### src/rtl/eal_pkg.sv
package eal_pkg;
  // Queue action for one cycle, formed from accepted pop and push.
  typedef enum logic [1:0] {
    EAL_IDLE = 2'b00,
    EAL_POP  = 2'b01,
    EAL_PUSH = 2'b10,
    EAL_SWAP = 2'b11
  } eal_op_e;
endpackage

### src/rtl/eal_addr_xlate.sv
module eal_addr_xlate #(
  parameter int unsigned ADDR_W     = 32,
  parameter logic [ADDR_W-1:0] BASE = 32'h8000_0000,
  parameter int unsigned SHIFT      = 1,
  parameter int unsigned ALIGN_BITS = 5
) (
  input  logic [ADDR_W-1:0] bus_addr_i,
  output logic [ADDR_W-1:0] log_addr_o
);
  localparam logic [ADDR_W-1:0] ALIGN_MASK = ~((ADDR_W'(1) << ALIGN_BITS) - ADDR_W'(1));

  logic [ADDR_W-1:0] offset;
  logic [ADDR_W-1:0] scaled;

  always_comb begin
    offset     = bus_addr_i - BASE;
    scaled     = offset >> SHIFT;
    log_addr_o = scaled & ALIGN_MASK;
  end
endmodule

### src/rtl/eal_queue.sv
module eal_queue
  import eal_pkg::*;
#(
  parameter int unsigned W     = 32,
  parameter int unsigned DEPTH = 2
) (
  input  logic         clk,
  input  logic         rst_n,
  input  logic         push_i,
  input  logic [W-1:0] din_i,
  input  logic         pop_i,
  output logic [W-1:0] head_o,
  output logic         full_o,
  output logic         empty_o,
  output logic         drop_o
);
  localparam int unsigned CW = $clog2(DEPTH + 1);

  logic [CW-1:0] cnt_q;
  logic [CW-1:0] cnt_mid;
  logic          pop_ok;
  logic          push_ok;
  eal_op_e       op;
  logic [W-1:0]  slot    [DEPTH];
  logic [W-1:0]  shift_d [DEPTH];

  always_comb begin
    pop_ok  = pop_i && (cnt_q != '0);
    cnt_mid = cnt_q - CW'(pop_ok);
    push_ok = push_i && (cnt_mid < CW'(DEPTH));
    op      = eal_op_e'({push_ok, pop_ok});
  end

  for (genvar i = 0; i < DEPTH; i++) begin : g_ent
    logic [W-1:0] q;
    if (i == DEPTH - 1) begin : g_tail
      assign shift_d[i] = pop_ok ? '0 : q;
    end else begin : g_mid
      assign shift_d[i] = pop_ok ? slot[i+1] : q;
    end
    always_ff @(posedge clk) begin
      if (!rst_n) begin
        q <= '0;
      end else if (push_ok && (cnt_mid == CW'(i))) begin
        q <= din_i;
      end else begin
        q <= shift_d[i];
      end
    end
    assign slot[i] = q;
  end

  always_ff @(posedge clk) begin
    if (!rst_n) begin
      cnt_q <= '0;
    end else begin
      case (op)
        EAL_PUSH: cnt_q <= cnt_q + CW'(1);
        EAL_POP:  cnt_q <= cnt_q - CW'(1);
        default:  cnt_q <= cnt_q;
      endcase
    end
  end

  assign head_o  = slot[0];
  assign full_o  = (cnt_q == CW'(DEPTH));
  assign empty_o = (cnt_q == '0);
  assign drop_o  = push_i && !push_ok;


  head_hold_chk: assert property (@(posedge clk) disable iff (!rst_n)
    (!pop_i && !empty_o) |=> $stable(head_o));

  if (DEPTH > 1) begin : g_pop_chk

    pop_advance_chk: assert property (@(posedge clk) disable iff (!rst_n)
      (pop_i && cnt_q >= CW'(2)) |=> (head_o == $past(slot[1])));
  end


  full_keep_chk: assert property (@(posedge clk) disable iff (!rst_n)
    (full_o && !pop_i) |=> (full_o && $stable(head_o)));
endmodule

### src/rtl/eal_sat_cnt.sv
module eal_sat_cnt #(
  parameter int unsigned CNT_W = 8
) (
  input  logic             clk,
  input  logic             rst_n,
  input  logic             inc_i,
  output logic [CNT_W-1:0] cnt_o
);
  localparam logic [CNT_W-1:0] CNT_MAX = '1;

  always_ff @(posedge clk) begin
    if (!rst_n) begin
      cnt_o <= '0;
    end else if (inc_i && (cnt_o != CNT_MAX)) begin
      cnt_o <= cnt_o + CNT_W'(1);
    end
  end


  sat_hold_chk: assert property (@(posedge clk) disable iff (!rst_n)
    (cnt_o == CNT_MAX) |=> (cnt_o == CNT_MAX));
endmodule

### src/rtl/ecc_err_addr_log.sv
module ecc_err_addr_log #(
  parameter int unsigned ADDR_W     = 32,
  parameter logic [ADDR_W-1:0] BASE = 32'h8000_0000,
  parameter int unsigned SHIFT      = 1,
  parameter int unsigned ALIGN_BITS = 5,
  parameter int unsigned DEPTH      = 2,
  parameter int unsigned DATA_W     = 32,
  parameter int unsigned CNT_W      = 8
) (
  input  logic              clk,
  input  logic              rst_n,
  input  logic              err_vld,
  input  logic [ADDR_W-1:0] err_addr,
  input  logic              reg_wr_en,
  input  logic [DATA_W-1:0] reg_wr_data,
  output logic [ADDR_W-1:0] log_rd_data,
  output logic              log_full,
  output logic              log_empty,
  output logic [CNT_W-1:0]  drop_cnt
);
  localparam logic [DATA_W-1:0] POP_CODE = DATA_W'(1);

  logic [ADDR_W-1:0] logged_addr;
  logic              pop_req;
  logic              dropped;

  assign pop_req = reg_wr_en && (reg_wr_data == POP_CODE);

  eal_addr_xlate #(
    .ADDR_W(ADDR_W), .BASE(BASE), .SHIFT(SHIFT), .ALIGN_BITS(ALIGN_BITS)
  ) u_xlate (
    .bus_addr_i(err_addr),
    .log_addr_o(logged_addr)
  );

  eal_queue #(.W(ADDR_W), .DEPTH(DEPTH)) u_queue (
    .clk(clk), .rst_n(rst_n),
    .push_i(err_vld), .din_i(logged_addr), .pop_i(pop_req),
    .head_o(log_rd_data), .full_o(log_full), .empty_o(log_empty),
    .drop_o(dropped)
  );

  eal_sat_cnt #(.CNT_W(CNT_W)) u_drops (
    .clk(clk), .rst_n(rst_n), .inc_i(dropped), .cnt_o(drop_cnt)
  );


  flags_excl_chk: assert property (@(posedge clk) disable iff (!rst_n)
    !(log_full && log_empty));


  empty_zero_chk: assert property (@(posedge clk) disable iff (!rst_n)
    log_empty |-> (log_rd_data == '0));


  drop_quiet_chk: assert property (@(posedge clk) disable iff (!rst_n)
    (!err_vld || !log_full || pop_req) |=> $stable(drop_cnt));


  swap_full_chk: assert property (@(posedge clk) disable iff (!rst_n)
    (err_vld && pop_req && log_full) |=> (log_full && $stable(drop_cnt)));
endmodule

### config.mk
export PLATFORM = sky130hd
export DESIGN_NAME = ecc_err_addr_log
export DESIGN_NICKNAME = d
export VERILOG_FILES = /design/src/rtl/eal_pkg.sv /design/src/rtl/eal_addr_xlate.sv /design/src/rtl/eal_queue.sv /design/src/rtl/eal_sat_cnt.sv /design/src/rtl/ecc_err_addr_log.sv
export SDC_FILE = /design/constraint.sdc
export NUM_CORES = 1
export LEC_CHECK = 0
export CAP_MARGIN = 5
export CORE_ASPECT_RATIO = 0.7
export CORE_MARGIN = 4
export CORE_UTILIZATION = 39
export DETAILED_ROUTE_END_ITERATION = 7
export PLACE_DENSITY = 0.8
export SETUP_SLACK_MARGIN = 0.4
export SYNTH_ARGS = -nofsm -noshare
export SYNTH_HDL_FRONTEND = slang
export SYNTH_SLANG_ARGS = --single-unit
### constraint.sdc
create_clock -name clk -period 4 [get_ports clk]
set_input_delay 0.8 -clock clk [delete_from_list [all_inputs] [get_ports clk]]
set_output_delay 0.8 -clock clk [all_outputs]
set_load 0.03 [all_outputs]
Word-level counts from Yosys, hierarchy flattened
Cells that the tools add are included.

Add/subtract/negate cells: 5. $lt $le $gt $ge: 1. Equal/unequal tests: 6. Muxes and demuxes: 5. Reduce and logical (&&, ||, !) cells: 14.

Operator list (count): 31-bit 2-to-1 mux (4); 32-bit by 1-bit equality test with 1-bit output, second input constant (1); 32-bit subtractor, second input constant (1); 8-bit by 1-bit adder with 8-bit output, second input constant (1); 8-bit != test, second input constant (1); 2-bit nonzero test (4); 1-bit logical AND (7); 2-bit by 1-bit equality test with 1-bit output, second input constant (2); 2-bit equality test, second input constant (2); 2-bit logical NOT (2); 2-bit case mux with 2 select lines (1); 2-bit by 1-bit adder with 2-bit output, second input constant (1); 2-bit < comparator, second input constant (1); 2-bit by 1-bit subtractor with 2-bit output (1); 2-bit by 1-bit subtractor with 2-bit output, second input constant (1); 1-bit logical NOT (1).

Bits in registers: 62. Bits of input ports: 68. Output and inout bits: 42. Word-level logic and storage cells: 35.

Depth between registers and ports, before layout
Gate-level depths: netlist (run 1).

Depth after elaboration: 9. Gate-level depth with buffers: 14. Mapped depth without buffers: 11.

By module
From an unflattened synthesis (run 1), not the netlist that was laid out.

Cell total of the unflattened synthesis: 437. Area total of the unflattened synthesis: 3679.8 um^2.

By module, submodules not included: eal_queue (instances 1, cells an instance 345, area an instance 2941.6 um^2, sequential area each 1321.3 um^2); eal_sat_cnt (instances 1, cells an instance 47, area an instance 404.1 um^2, sequential area each 160.2 um^2); eal_addr_xlate (instances 1, cells an instance 33, area an instance 240.2 um^2, sequential area each 0.0 um^2); ecc_err_addr_log (instances 1, cells an instance 12, area an instance 93.8 um^2, sequential area each 0.0 um^2).

Least setup slack after synthesis (run 1)
Ideal clock, no wire load.

Kind: in2reg. From: in reg_wr_data[16]. To: reg u_queue.g_ent[0].q[11], in the netlist u_queue.head_o[11]. Setup time: 0.134 ns. Arrival: 3.786 ns. Required time: 3.866 ns. Setup slack: 0.080 ns. Cell stages on the path: 13. Path buffers: 4. Cells stage by stage: or4_1 -> or4_4 -> or3_1 -> buf_6 -> buf_8 -> inv_1 -> ha_1 -> xnor2_1 -> nand3_1 -> buf_4 -> clkbuf_1 -> mux2i_1 -> a211oi_1.

Cells in the longest elaborated chain, start to end: 8. Elaborated cells between the ends (all ways): 10. Those cells by class: add/sub: 1; order compare: 1; eq/ne: 1; mux: 1; reduce/logical: 6.

Ends and longest elaborated chain: start: declaration (line ecc_err_addr_log.sv:15) `input logic [DATA_W-1:0] reg_wr_data,`; 32-bit by 1-bit equality test with 1-bit output (*) (line ecc_err_addr_log.sv:27) `assign pop_req = reg_wr_en && (reg_wr_data == POP_CODE);`; 1-bit logical AND (*) (line ecc_err_addr_log.sv:27); 1-bit logical AND (*) (line eal_queue.sv:28) `pop_ok = pop_i && (cnt_q != '0);`; 2-bit by 1-bit subtractor with 2-bit output (line eal_queue.sv:29) `cnt_mid = cnt_q - CW'(pop_ok);`; 2-bit < comparator (line eal_queue.sv:30) `push_ok = push_i && (cnt_mid < CW'(DEPTH));`; 1-bit logical AND (line eal_queue.sv:30); 1-bit logical AND (line eal_queue.sv:44) `end else if (push_ok && (cnt_mid == CW'(i))) begin`; 31-bit 2-to-1 mux or 2-bit nonzero test (tied branches); end signal: assignment (line eal_queue.sv:45) `q <= din_i;`; end signal: assignment (line eal_queue.sv:47) `q <= shift_d[i];`; end: declaration (line eal_queue.sv:35) `logic [W-1:0] q;`.

Every way passes the cells marked *; elsewhere a longest branch is shown, timed or not. A chain may end at the register's enable or synchronous reset.

Worst setup path in the final report (run 1)
From: in reg_wr_data[16]. To: reg u_queue.g_ent[0].q[18], in the netlist u_queue.head_o[18].

Same word-level chain as after synthesis.

==> implementation parameters, run 1 <==
Parameter                              Value

GRT
  Pin count of the biggest net entering global routing ... 63
  GRT Overall Usage ... 16.22%
  First-pass GRT wire length ... 11.15 mm
  Total congestion overflow ... 0
  Number of antenna violations at the first check in global routing ... 0
  Number of global-route vias before repair ... 2428

Synth
  Leading cell type by number of instances after synthesis ... sky130_fd_sc_hd__dfxtp_1
  Yosys warning total ... 0
  Sequential fraction of the synthesis area ... 44.95%
  Synth Instances ... 314
  Synth async-reset ratio ... 0%
  Post-synthesis cell area ... 2761 sq um
  Leading post-synthesis cells by instance count ... sky130_fd_sc_hd__dfxtp_1 (62), sky130_fd_sc_hd__nor2_1 (38), sky130_fd_sc_hd__nand3_1 (31)
  Synth top area cells ... sky130_fd_sc_hd__dfxtp_1 (45%), sky130_fd_sc_hd__mux2i_1 (10%), sky130_fd_sc_hd__a211oi_1 (6.8%), sky130_fd_sc_hd__nand3_1 (5.6%), sky130_fd_sc_hd__a21oi_1 (5.3%)
  Avg Synthesized Cell Area ... 8.794 sq um
  Library cells used by synthesis ... 34
  EDFF count, synth ... 0
  Most used flip-flop cell after synthesis ... sky130_fd_sc_hd__dfxtp_1
  Flop and latch count out of synthesis ... 62
  Fraction of synthesized cell area taken by the top area cell type ... 44.95%
  Yosys top cell by area ... sky130_fd_sc_hd__dfxtp_1

Clock tree
  Longest Clk Path Bufs ... 2
  TritonCTS clock tree ... done
  Total number of H-tree levels ... 3
  Root buf cell ... sky130_fd_sc_hd__clkbuf_8
  Number of sinks on the clock net ... 62
  Number of clock buffers inserted by TritonCTS ... 9
  Number of buffers inserted for hold repair after clock tree synthesis ... 0
  Clock transition at the registers of the reported paths ... 0.07 ns
  Worst-skew pair later-pin latency ... 0.33 ns

Job
  Max cap viols ... 0

Floorplanning
  Width of the die ... 108.6 um
  Row Count ... 25
  Floorplan die area ... 8512 sq um
  Number of placed I/O pins ... 110
  Core Footprint ... 6819 sq um
  Initial core utilization ... 40.50%
  Die extent in y ... 78.40 um

Route
  First-pass DRT Iterations ... 4
  Final Routed Wirelength ... 7.940 mm
  Total number of vias ... 2637
  Number of DRC markers after the initial detailed-route iteration ... 132
  Number of remaining DRC errors ... 0
  Routed wirelength normalized by instance count ... 15.45 um
  Post-DR vias/cell ... 5.130
  Remaining number of nets flagged by the antenna check after routing ... 0

STA
  Setup clock skew after layout ... 0.01053 ns
  Final count of negative-setup-slack endpoints ... 0
  Tcrit/Tclk final ... 86.16%
  Setup repair after global routing missed its margin ... no
  Tightest slew margin relative to the limit ... 27.20%
  Total negative setup slack ... 0 ns
  Maximum clock frequency ... 0.2902 GHz
  Min Tclk post-route ... 3.446 ns
  Count of endpoints failing hold in the final timing report ... 0
  Count of final max-slew check failures ... 0
  Tightest Pin Transition ... 1.092 ns

Worst setup path
  Reg2Reg Setup Slack ... 1.09 ns
  Req. time, crit path ... 4.23 ns
  Largest driver fanout on the critical path ... 7
  Worst R2R Path Depth ... 11
  Startpoint types ... input pin
  Capturing element type of the critical path ... flop
  Endpoint of the worst-slack reg-to-reg timing path ... u_queue.head_o[18]
  Worst path max stage delay ... 0.56 ns
  Launch point of the worst reg-to-reg path ... u_queue.cnt_q[1]
  CP most frequent cell ... sky130_fd_sc_hd__or4_4
  Stages on worst setup path ... 12
  Top delay family on crit path ... simple AND/OR/NAND/NOR gates
  Data arrival at the endpoint of the critical path ... 3.68 ns
  Slowest stage cell on the critical path ... sky130_fd_sc_hd__or4_4
  Critical path start-end classification ... in2reg
  WP buf/inv ... 3
  Cells along the critical path ... dlymetal6s2s_1 -> or4_4 -> or4_4 -> or3_4 -> inv_4 -> ha_4 -> xnor2_4 -> nand3_4 -> o31ai_4 -> clkbuf_16 -> nor2_1 -> a211oi_1

Final layout
  Design Area, Final ... 4249 sq um
  Filler cell count ... 574
  Final net count ... 486
  Footprint of the flip-flops and latches ... 1241 sq um
  Footprint of the multi-input gates ... 1456 sq um
  Layout Area Growth over Synthesis ... 53.87%
  Layout cells sized above 1 ... 11.43%
  Number of inserted diodes ... 0

Outcome
  Result of the run ... finished, final reports clean

Min path
  Worst hold path cell count ... 2
  Terminating pin of the worst hold path ... u_queue.g_ent[1].q[13]
  Hold Startpoint ... u_queue.g_ent[1].q[13]
  Type of the worst min-delay path ... reg2reg

Power and ir drop
  Switching power ... 506.2 uW
  Combinational Power Share ... 27.1%
  Power density over cell area ... 400.7 nW/um^2
  Switching power as a share of total power ... 29.74%
  Worst supply voltage drop on vdd ... 0.1963 mV
  Power Internal ... 1.196 mW
  Static leakage ... 1.612 nW
  Power share of the clock group ... 32.0%
  Proportion of power drawn by flip-flops and latches ... 40.8%

Place
  Detailed placer's ending HPWL ... 4.869 mm
  RD Place Congestion ... 0.7394
  Port-buffer cells ... 97
  Placed standard-cell area ... 3832 sq um
==> how the worst max path moves through the flow <==
stage                               start                 end  slack [ns]
after global placement    reg_wr_data[16]    u_queue.cnt_q[1]        0.11
after CTS                 reg_wr_data[16]    u_drops.cnt_o[7]        0.40
after floorplan           reg_wr_data[16]    u_queue.cnt_q[1]        0.40
final                     reg_wr_data[16]  u_queue.head_o[18]        0.55
after detailed placement  reg_wr_data[16]    u_queue.cnt_q[1]        0.06
after global routing      reg_wr_data[16]  u_queue.head_o[18]        0.41
==> worst min-delay path, cell delays in order, from the launching register on <==
cell and delay, ns:
sky130_fd_sc_hd__dfxtp_1 0.31, sky130_fd_sc_hd__nand3_1 0.06, sky130_fd_sc_hd__a21oi_1 0.06
==> cells by family after synthesis <==
| logic type | Yosys count | synth area share, % |
|---|---|---|
| flip-flops | 62 | 44.95 |
| other | 1 | 0.1358 |
| AND/OR/NAND/NOR | 120 | 20.21 |
| buffers and inverters | 32 | 6.524 |
| XOR/XNOR | 8 | 2.537 |
| multiplexers | 28 | 10.15 |
| AO/OA/AOI/OAI | 60 | 14.14 |
| adder cells (fa/ha/maj) | 3 | 1.359 |
==> repair_timing <==
item                                    4_1_cts  5_1_grt
endpoints found under the setup margin        1       32
buffers inserted                              0        1
pin swaps                                     0        8
cloned                                        0        6
endpoints found under the hold margin         0        0
gates resized for setup                       1       19
==> power by group through the flow <==
| stage | registers, mW | clock network [mW] | logic [mW] |
|---|---|---|---|
| after floorplan | 0.765 | 0 | 0.180 |
| after global placement | 0.705 | 0 | 0.396 |
| after detailed placement | 0.707 | 0 | 0.402 |
| after CTS | 0.694 | 0.559 | 0.404 |
| after global routing | 0.701 | 0.582 | 0.494 |
| final | 0.695 | 0.546 | 0.462 |
==> layout by cell type (no fill, tap or decap), types with 4 or more instances in the layout <==
| cell type | n |
|---|---|
| sky130_fd_sc_hd__clkdlybuf4s50_1 | 93 |
| sky130_fd_sc_hd__dfxtp_1 | 62 |
| sky130_fd_sc_hd__nor2_1 | 36 |
| sky130_fd_sc_hd__nand3_1 | 30 |
| sky130_fd_sc_hd__nand2_1 | 29 |
| sky130_fd_sc_hd__a21oi_1 | 29 |
| sky130_fd_sc_hd__mux2i_1 | 28 |
| sky130_fd_sc_hd__a211oi_1 | 23 |
| sky130_fd_sc_hd__clkbuf_8 | 10 |
| sky130_fd_sc_hd__conb_1 | 6 |
| sky130_fd_sc_hd__buf_4 | 5 |
| sky130_fd_sc_hd__nor4_1 | 4 |
| sky130_fd_sc_hd__xnor2_1 | 4 |
| sky130_fd_sc_hd__clkbuf_16 | 4 |
| sky130_fd_sc_hd__dlymetal6s2s_1 | 4 |
==> registers in the layout, summed over array words and instances (netlist names) <==
signal	cells
u_drops.cnt_o	8
u_queue.cnt_q	2
u_queue.g_ent.q	26
u_queue.head_o	26
==> cell type report <==
type / instances / share of cell area (%)
multi-input combinational: 225 / 34.28
tap: 94 / 2.768
inverter: 5 / 0.5006
timing repair buffer: 112 / 28.53
sequential: 62 / 29.21
clock inverter: 5 / 1.384
clock buffer: 11 / 3.327
==> layer usage <==
metal	share of wire [%]	up-vias	track usage, %
li1	-	1300	-
met1	46	1223	21.02
met2	45	107	25.83
met3	8.6	7	5.177
met4	0.74	0	4.792
met5	0	-	0
==> through the flow <==
step	hold WS (ns)	utilization [%]	instances	total power [mW]	setup WS, ns
global placement	0.4526	56.20	491	1.101	0.1058
floorplan	0.4476	-	319	0.9447	0.4021
global route	0.4880	62.31	514	1.777	0.4122
CTS	0.4706	59.17	507	1.656	0.4001
finish	0.4698	62.31	514	1.702	0.5537
detailed placement	0.4603	56.20	491	1.109	0.05608
(Power assumes the default switching activity.)
==> inputs of run 2 (changes only) <==
Settings changed: CORE_UTILIZATION 39 to 43, PLACE_DENSITY 0.8 to 0.84.
Clock period 4 ns to 3.9 ns, I/O delays scaled along.
==> run 2 against run 1 <==
Against the previous run:
- clock skew decreased by 0.0043 ns
- largest power group unchanged
- largest cell class unchanged
- wire length decreased by 9.3%
- critical path depth unchanged
- via count decreased by 2.4%
- critical path type unchanged
==> implementation parameters, run 2 (synthesis gave the netlist of run 1 again) <==
Parameter                              Value

Worst setup path
  Req. time, crit path ... 4.15 ns (-0.08 ns)
  Startpoint types ... input pin
  Worst R2R Path Depth ... 11 (unchanged)
  Launch point of the worst reg-to-reg path ... u_queue.cnt_q[1]
  WP buf/inv ... 2 (-1)
  Largest driver fanout on the critical path ... 4 (-3)
  Slowest stage cell on the critical path ... sky130_fd_sc_hd__or4_4
  Worst path max stage delay ... 0.53 ns (-0.03 ns)
  Data arrival at the endpoint of the critical path ... 3.70 ns (+0.02 ns)
  Reg2Reg Setup Slack ... 0.91 ns (-0.18 ns)
  Capturing element type of the critical path ... flop
  Critical path start-end classification ... in2reg
  Cells along the critical path ... dlymetal6s2s_1 -> or4_1 -> or4_4 -> or3_4 -> inv_4 -> ha_4 -> xnor2_4 -> nand2_2 -> ha_4 -> xnor2_2 -> or3_4 -> a21oi_2
  Endpoint of the worst-slack reg-to-reg timing path ... u_queue.cnt_q[1]
  Top delay family on crit path ... simple AND/OR/NAND/NOR gates

Clock tree
  Number of sinks on the clock net ... 62 (unchanged)
  Total number of H-tree levels ... 3 (unchanged)
  Longest Clk Path Bufs ... 2 (unchanged)
  Clock transition at the registers of the reported paths ... 0.07 ns (about the same)
  Root buf cell ... sky130_fd_sc_hd__clkbuf_8
  Number of clock buffers inserted by TritonCTS ... 9 (unchanged)
  TritonCTS clock tree ... done
  Worst-skew pair later-pin latency ... 0.33 ns (about the same)

Final layout
  Layout Area Growth over Synthesis ... 50.66%
  Highest-count cells in the layout ignoring fill and taps ... sky130_fd_sc_hd__clkdlybuf4s50_1 (93), sky130_fd_sc_hd__dfxtp_1 (62), sky130_fd_sc_hd__nor2_1 (37)
  Final net count ... 489 (+0.62%)
  Layout cells sized above 1 ... 12.29% (+0.86 points)
  Number of inserted diodes ... 0 (unchanged)
  Most frequent standard cell in the layout excluding fill and tap cells ... sky130_fd_sc_hd__clkdlybuf4s50_1
  Layout Cells excl Fill ... 501 (-2.5%)

Place
  Detailed placer's ending HPWL ... 4.991 mm (+2.5%)
  # placed instances ... 477 (-2.9%)
  RD Place Congestion ... 0.7153 (-3.3%)
  Port-buffer cells ... 97 (unchanged)
  Worst slack at placement ... -0.01047 ns (-0.06655 ns)

Min path
  Hold Startpoint ... u_queue.g_ent[1].q[12]
  Worst hold path cell count ... 2 (unchanged)
  Terminating pin of the worst hold path ... u_queue.g_ent[1].q[12]
  Type of the worst min-delay path ... reg2reg

STA
  Count of endpoints failing hold in the final timing report ... 0 (unchanged)
  Maximum clock frequency ... 0.2902 GHz
  Tightest slew margin relative to the limit ... 30.51% (+3.3 points)
  Tcrit/Tclk final ... 88.35%
  Final count of negative-setup-slack endpoints ... 0 (unchanged)
  Worst hold margin ... 0.4663 ns (-0.003572 ns)
  Setup repair after global routing missed its margin ... no
  Count of final max-slew check failures ... 0 (unchanged)
  Fin worst setup slack ... 0.4545 ns (-0.09922 ns)
  Setup clock skew after layout ... 0.006212 ns (-0.004314 ns)
  Tightest Pin Transition ... 1.041 ns (-0.05117 ns)
  Min Tclk post-route ... 3.446 ns

Route
  First-pass DRT Iterations ... 5 (+1)
  Remaining number of nets flagged by the antenna check after routing ... 0 (unchanged)
  Number of DRC markers after the initial detailed-route iteration ... 114 (-14%)
  Number of remaining DRC errors ... 0 (unchanged)
  Total number of vias ... 2574 (-2.4%)
  Routed wirelength normalized by instance count ... 14.37 um (-7.0%)
  Final Routed Wirelength ... 7.200 mm (-9.3%)
  Post-DR vias/cell ... 5.138 (+0.14%)

GRT
  Number of global-route vias before repair ... 2413 (-0.62%)
  First-pass GRT wire length ... 11.70 mm (+4.9%)
  Number of antenna violations at the first check in global routing ... 0 (unchanged)
  GRT Overall Usage ... 18.77% (+2.5 points)
  Total congestion overflow ... 0 (unchanged)
  Pin count of the biggest net entering global routing ... 63 (unchanged)

Floorplanning
  Initial core utilization ... 44.42% (+3.9 points)
  Row Count ... 24 (-4.0%)
  Width of the die ... 103.8 um (-4.4%)
  Floorplan die area ... 7788 sq um (-8.5%)
  Number of placed I/O pins ... 110 (unchanged)
  Die extent in y ... 75.05 um (-4.3%)
  Core Footprint ... 6216 sq um (-8.8%)

Outcome
  Result of the run ... finished, final reports clean

Power and ir drop
  Final Total Pwr ... 1.643 mW (-3.5%)
  Static leakage ... 1.583 nW (-1.8%)
  Worst supply voltage drop on vdd ... 0.2168 mV (+10%)
  Power density over cell area ... 395.0 nW/um^2 (-1.4%)

Job
  Max cap viols ... 0 (unchanged)
-- run 2: cell types whose count changed in the layout (fill, tap and decap cells not counted), sizes merged --
cell | previous run | this run
buf | 11 | 18
clkinv | 2 | 3
clkinvlp | 2 | 3
bufinv | 1 | 0
clkbuf | 15 | 10
-- run 2: how the worst max path moves through the flow --
stage | from | endpoint | slack (ns) | depth (start not counted)
finish | reg_wr_data[18] | u_queue.cnt_q[1] | 0.45 | 12
global route | reg_wr_data[18] | u_queue.cnt_q[1] | 0.42 | 12
CTS | reg_wr_data[16] | u_queue.head_o[25] | 0.40 | 12
detailed placement | reg_wr_data[16] | u_queue.head_o[8] | -0.01 | 12
global placement | reg_wr_data[16] | u_drops.cnt_o[7] | 0.05 | 11
floorplan | reg_wr_data[16] | u_queue.cnt_q[1] | 0.38 | 12
-- run 2: final cells by class --
class / instances / area (sq um)
fillers: 511 / 2056
clock inverters: 6 / 37.54
multi-input cells: 225 / 1460
clock buffers: 10 / 137.6
inverters: 5 / 21.27
well taps: 78 / 97.59
flip-flops and latches: 62 / 1241
repair buffers: 115 / 1165
-- run 2: worst register-to-register path, cell delays in order, from the launching register on --
cell                      delay [ns]
sky130_fd_sc_hd__dfxtp_1        0.53
sky130_fd_sc_hd__nor2_1         0.11
sky130_fd_sc_hd__or4_4          0.50
sky130_fd_sc_hd__or3_4          0.40
sky130_fd_sc_hd__inv_4          0.08
sky130_fd_sc_hd__ha_4           0.16
sky130_fd_sc_hd__xnor2_4        0.16
sky130_fd_sc_hd__nand2_2        0.12
sky130_fd_sc_hd__ha_4           0.18
sky130_fd_sc_hd__xnor2_2        0.12
sky130_fd_sc_hd__or3_4          0.40
sky130_fd_sc_hd__a21oi_2        0.13
-- run 2: power by group --
group | switching (mW) | internal, mW
Sequential | 0.0303 | 0.683
Clock | 0.246 | 0.244
Combinational | 0.226 | 0.215
Total | 0.502 | 1.14
-- run 2: timing repair --
| item | 4_1_cts | 5_1_grt |
|---|---|---|
| endpoints found under the setup margin | 15 | 39 |
| cloned | 0 | 0 |
| hold buffers | 0 | 0 |
| pin swaps | 0 | 7 |
| gates resized for setup | 4 | 10 |
| buffers inserted | 6 | 2 |
-- run 2: per-stage QoR --
stage          utilization [%]  setup TNS, ns  cell area, sq um
6_report                 66.93              0              4160
5_1_grt                  66.93              0              4160
4_1_cts                  65.94              0              4099
3_5_place_dp             62.14       -0.01101              3862
3_3_place_gp             62.14              0              3862
2_1_floorplan                -              0              2868
-- run 2: per-layer routing --
metal | vias to the layer above | wire, um | track usage, % | share of wire [%]
li1 | 1309 | - | - | -
met1 | 1177 | 3216 | 22.33 | 45
met2 | 81 | 3481 | 32.75 | 48
met3 | 7 | 449 | 6.512 | 6.2
met4 | 0 | 53 | 6.047 | 0.74
met5 | - | 0 | 0 | 0
==> inputs of run 3 (changes only) <==
Settings changed: CELL_PAD_IN_SITES_DETAIL_PLACEMENT set to 1, CELL_PAD_IN_SITES_GLOBAL_PLACEMENT set to 1, CORE_UTILIZATION 43 to 31, PLACE_DENSITY 0.84 to 0.83.
==> run 3 against run 2 <==
Against the previous run:
- final cell count is 8.2% higher
- flip-flop and latch count unchanged
- clock skew hardly changed
- register-to-register slack better by 0.14 ns
- critical path depth decreased by 1
- clock power rose by 72%
- global-route usage fell by 2.4 points
- sequential share of layout area shrank 1.4 points
- sequential power about the same
- core utilization shrank 16 points
- hold slack better by 0.0017 ns
- fmax fell by 0.75%
==> implementation parameters, run 3 (synthesis gave the netlist of run 1 again) <==
Parameter                              Value

Outcome
  Result of the run ... finished, final reports clean

Worst setup path
  CP most frequent cell ... sky130_fd_sc_hd__ha_4
  WP buf/inv ... 2 (unchanged)
  Launch point of the worst reg-to-reg path ... u_queue.cnt_q[1]
  Slowest stage cell on the critical path ... sky130_fd_sc_hd__or4_4
  Critical path start-end classification ... in2reg
  Cells along the critical path ... dlygate4sd2_1 -> or4_1 -> or4_4 -> or3_4 -> inv_4 -> ha_4 -> xnor2_4 -> nand2_2 -> ha_4 -> or3_1 -> a21oi_2
  Capturing element type of the critical path ... flop
  Reg2Reg Setup Slack ... 1.05 ns (+0.14 ns)
  Largest driver fanout on the critical path ... 4 (unchanged)
  Setup crit start ... reg_wr_data[18]
  Worst path max stage delay ... 0.55 ns (+0.02 ns)
  Top delay family on crit path ... simple AND/OR/NAND/NOR gates
  Endpoint of the worst-slack reg-to-reg timing path ... u_queue.cnt_q[1]
  Data arrival at the endpoint of the critical path ... 3.71 ns (about the same)
  Startpoint types ... input pin
  Req. time, crit path ... 4.14 ns (about the same)
  Worst R2R Path Depth ... 10 (-1)

Clock tree
  Number of sinks on the clock net ... 62 (unchanged)
  Clock transition at the registers of the reported paths ... 0.05 ns (-0.02 ns)
  TritonCTS clock tree ... done
  Total number of H-tree levels ... 3 (unchanged)
  Longest Clk Path Bufs ... 2 (unchanged)
  Worst-skew pair later-pin latency ... 0.32 ns (about the same)
  Number of clock buffers inserted by TritonCTS ... 9 (unchanged)
  Number of buffers inserted for hold repair after clock tree synthesis ... 0 (unchanged)
  Root buf cell ... sky130_fd_sc_hd__clkbuf_16

Final layout
  Number of inserted diodes ... 0 (unchanged)
  Finished Core Util ... 51.11% (-16 points)
  Final net count ... 488 (-0.20%)
  Most frequent standard cell in the layout excluding fill and tap cells ... sky130_fd_sc_hd__clkdlybuf4s50_1
  Design Area, Final ... 4369 sq um (+5.0%)
  Layout cells sized above 1 ... 11.61% (-0.68 points)
  Highest-count cells in the layout ignoring fill and taps ... sky130_fd_sc_hd__clkdlybuf4s50_1 (93), sky130_fd_sc_hd__dfxtp_1 (62), sky130_fd_sc_hd__nor2_1 (37)
  Layout Area Growth over Synthesis ... 58.22%

GRT
  Pin count of the biggest net entering global routing ... 63 (unchanged)
  Number of global-route vias before repair ... 2811 (+16%)
  Met1 track utilization from global routing ... 19.69% (-2.6 points)
  GRT Overall Usage ... 16.36% (-2.4 points)
  Met2 track demand over resource ... 28.64% (-4.1 points)
  First-pass GRT wire length ... 13.76 mm (+18%)
  Met3 usage ... 4.740% (-1.8 points)
  Total congestion overflow ... 0 (unchanged)
  Highest-utilization routing layer at the global route stage ... met2
  Number of antenna violations at the first check in global routing ... 0 (unchanged)

Route
  Number of DRC markers after the initial detailed-route iteration ... 111 (-2.6%)
  Post-DR vias/cell ... 4.884 (-4.9%)
  First-pass DRT Iterations ... 4 (-1)
  Number of remaining DRC errors ... 0 (unchanged)
  Total number of vias ... 2647 (+2.8%)
  Routed wirelength normalized by instance count ... 15.61 um (+8.7%)
  Final Routed Wirelength ... 8.463 mm (+18%)
  Remaining number of nets flagged by the antenna check after routing ... 0 (unchanged)

Place
  RD Place Congestion ... 0.7683 (+7.4%)
  Port-buffer cells ... 97 (unchanged)
  Detailed placer's ending HPWL ... 5.946 mm (+19%)
  Placed standard-cell area ... 3908 sq um (+1.2%)

STA
  Tightest Pin Transition ... 1.081 ns (+0.04034 ns)
  Setup repair after global routing missed its margin ... yes
  Count of final max-slew check failures ... 0 (unchanged)
  Tcrit/Tclk final ... 89.02% (+0.67 points)
  Final count of negative-setup-slack endpoints ... 0 (unchanged)
  Count of endpoints failing hold in the final timing report ... 0 (unchanged)
  Tightest slew margin relative to the limit ... 27.82% (-2.7 points)
  Min Tclk post-route ... 3.472 ns (+0.02611 ns)
  Maximum clock frequency ... 0.2880 GHz (-0.75%)
  Setup clock skew after layout ... 0.005815 ns (-0.0003971 ns)

Min path
  Terminating pin of the worst hold path ... u_queue.g_ent[1].q[21]
  Worst hold path cell count ... 2 (unchanged)
  Hold Startpoint ... u_queue.g_ent[1].q[21]
  Type of the worst min-delay path ... reg2reg

Power and ir drop
  Static leakage ... 1.624 nW (+2.6%)
  Power density over cell area ... 459.3 nW/um^2 (+16%)
  Worst supply voltage drop on vdd ... 0.2300 mV (+6.1%)

Floorplanning
  Width of the die ... 120.8 um (+16%)
  Number of placed I/O pins ... 110 (unchanged)
  Floorplan die area ... 10510 sq um (+35%)
  Core Footprint ... 8548 sq um (+38%)
  Die extent in y ... 86.97 um (+16%)
  Initial core utilization ... 32.30% (-12 points)
  Row Count ... 28 (+17%)

Job
  Max cap viols ... 0 (unchanged)
## run 3: repair_timing
item / CTS / global route
resized for setup: 13 / 5
setup buffers: 6 / 1
gates cloned: 1 / 0
endpoints found under the setup margin: 31 / 10
pin swaps: 8 / 2
## run 3: worst max path at each step
stage,to,cells after the start
floorplan,u_queue.cnt_q[1],12
finish,u_queue.cnt_q[1],11
detailed placement,u_drops.cnt_o[7],11
global placement,u_drops.cnt_o[7],11
global route,u_drops.cnt_o[4],11
CTS,u_queue.cnt_q[1],12
## run 3: power breakdown
group          internal [mW]  switching [mW]  total, mW
clock network          0.574           0.269      0.843
registers              0.684          0.0296      0.713
logic                  0.215           0.235      0.450
total                   1.47           0.533       2.01
## run 3: worst min-delay path, cell delays in order (launching register included)
cell and delay [ns]:
sky130_fd_sc_hd__dfxtp_1 0.30, sky130_fd_sc_hd__nand3_1 0.06, sky130_fd_sc_hd__a21oi_1 0.06
## run 3: routing by layer
| metal | up-vias | wire, um |
|---|---|---|
| met1 | 1262 | 3813 |
| met4 | 0 | 106 |
| li1 | 1307 | - |
| met2 | 68 | 4091 |
| met3 | 10 | 451 |
| met5 | - | 0 |
## run 3: cell type report
type | instances | area, sq um
inverters | 5 | 21.27
clock inverters | 4 | 70.07
clock buffers | 12 | 246.5
repair buffers | 114 | 1161
well taps | 120 | 150.1
flip-flops and latches | 62 | 1241
fillers | 984 | 4179
multi-input cells | 225 | 1479
## run 3: metrics by stage
| stage | TNS (ns) | hold slack (ns) | setup WS [ns] | total power [mW] | cells |
|---|---|---|---|---|---|
| after floorplan | 0 | 0.4476 | 0.3762 | 0.9755 | 319 |
| after global placement | 0 | 0.4531 | 0.06735 | 1.142 | 518 |
| after detailed placement | -0.1650 | 0.4625 | -0.03478 | 1.155 | 518 |
| after CTS | 0 | 0.4700 | 0.4064 | 2.023 | 541 |
| after global routing | 0 | 0.4890 | 0.3357 | 2.091 | 542 |
| final | 0 | 0.4680 | 0.4284 | 2.007 | 542 |
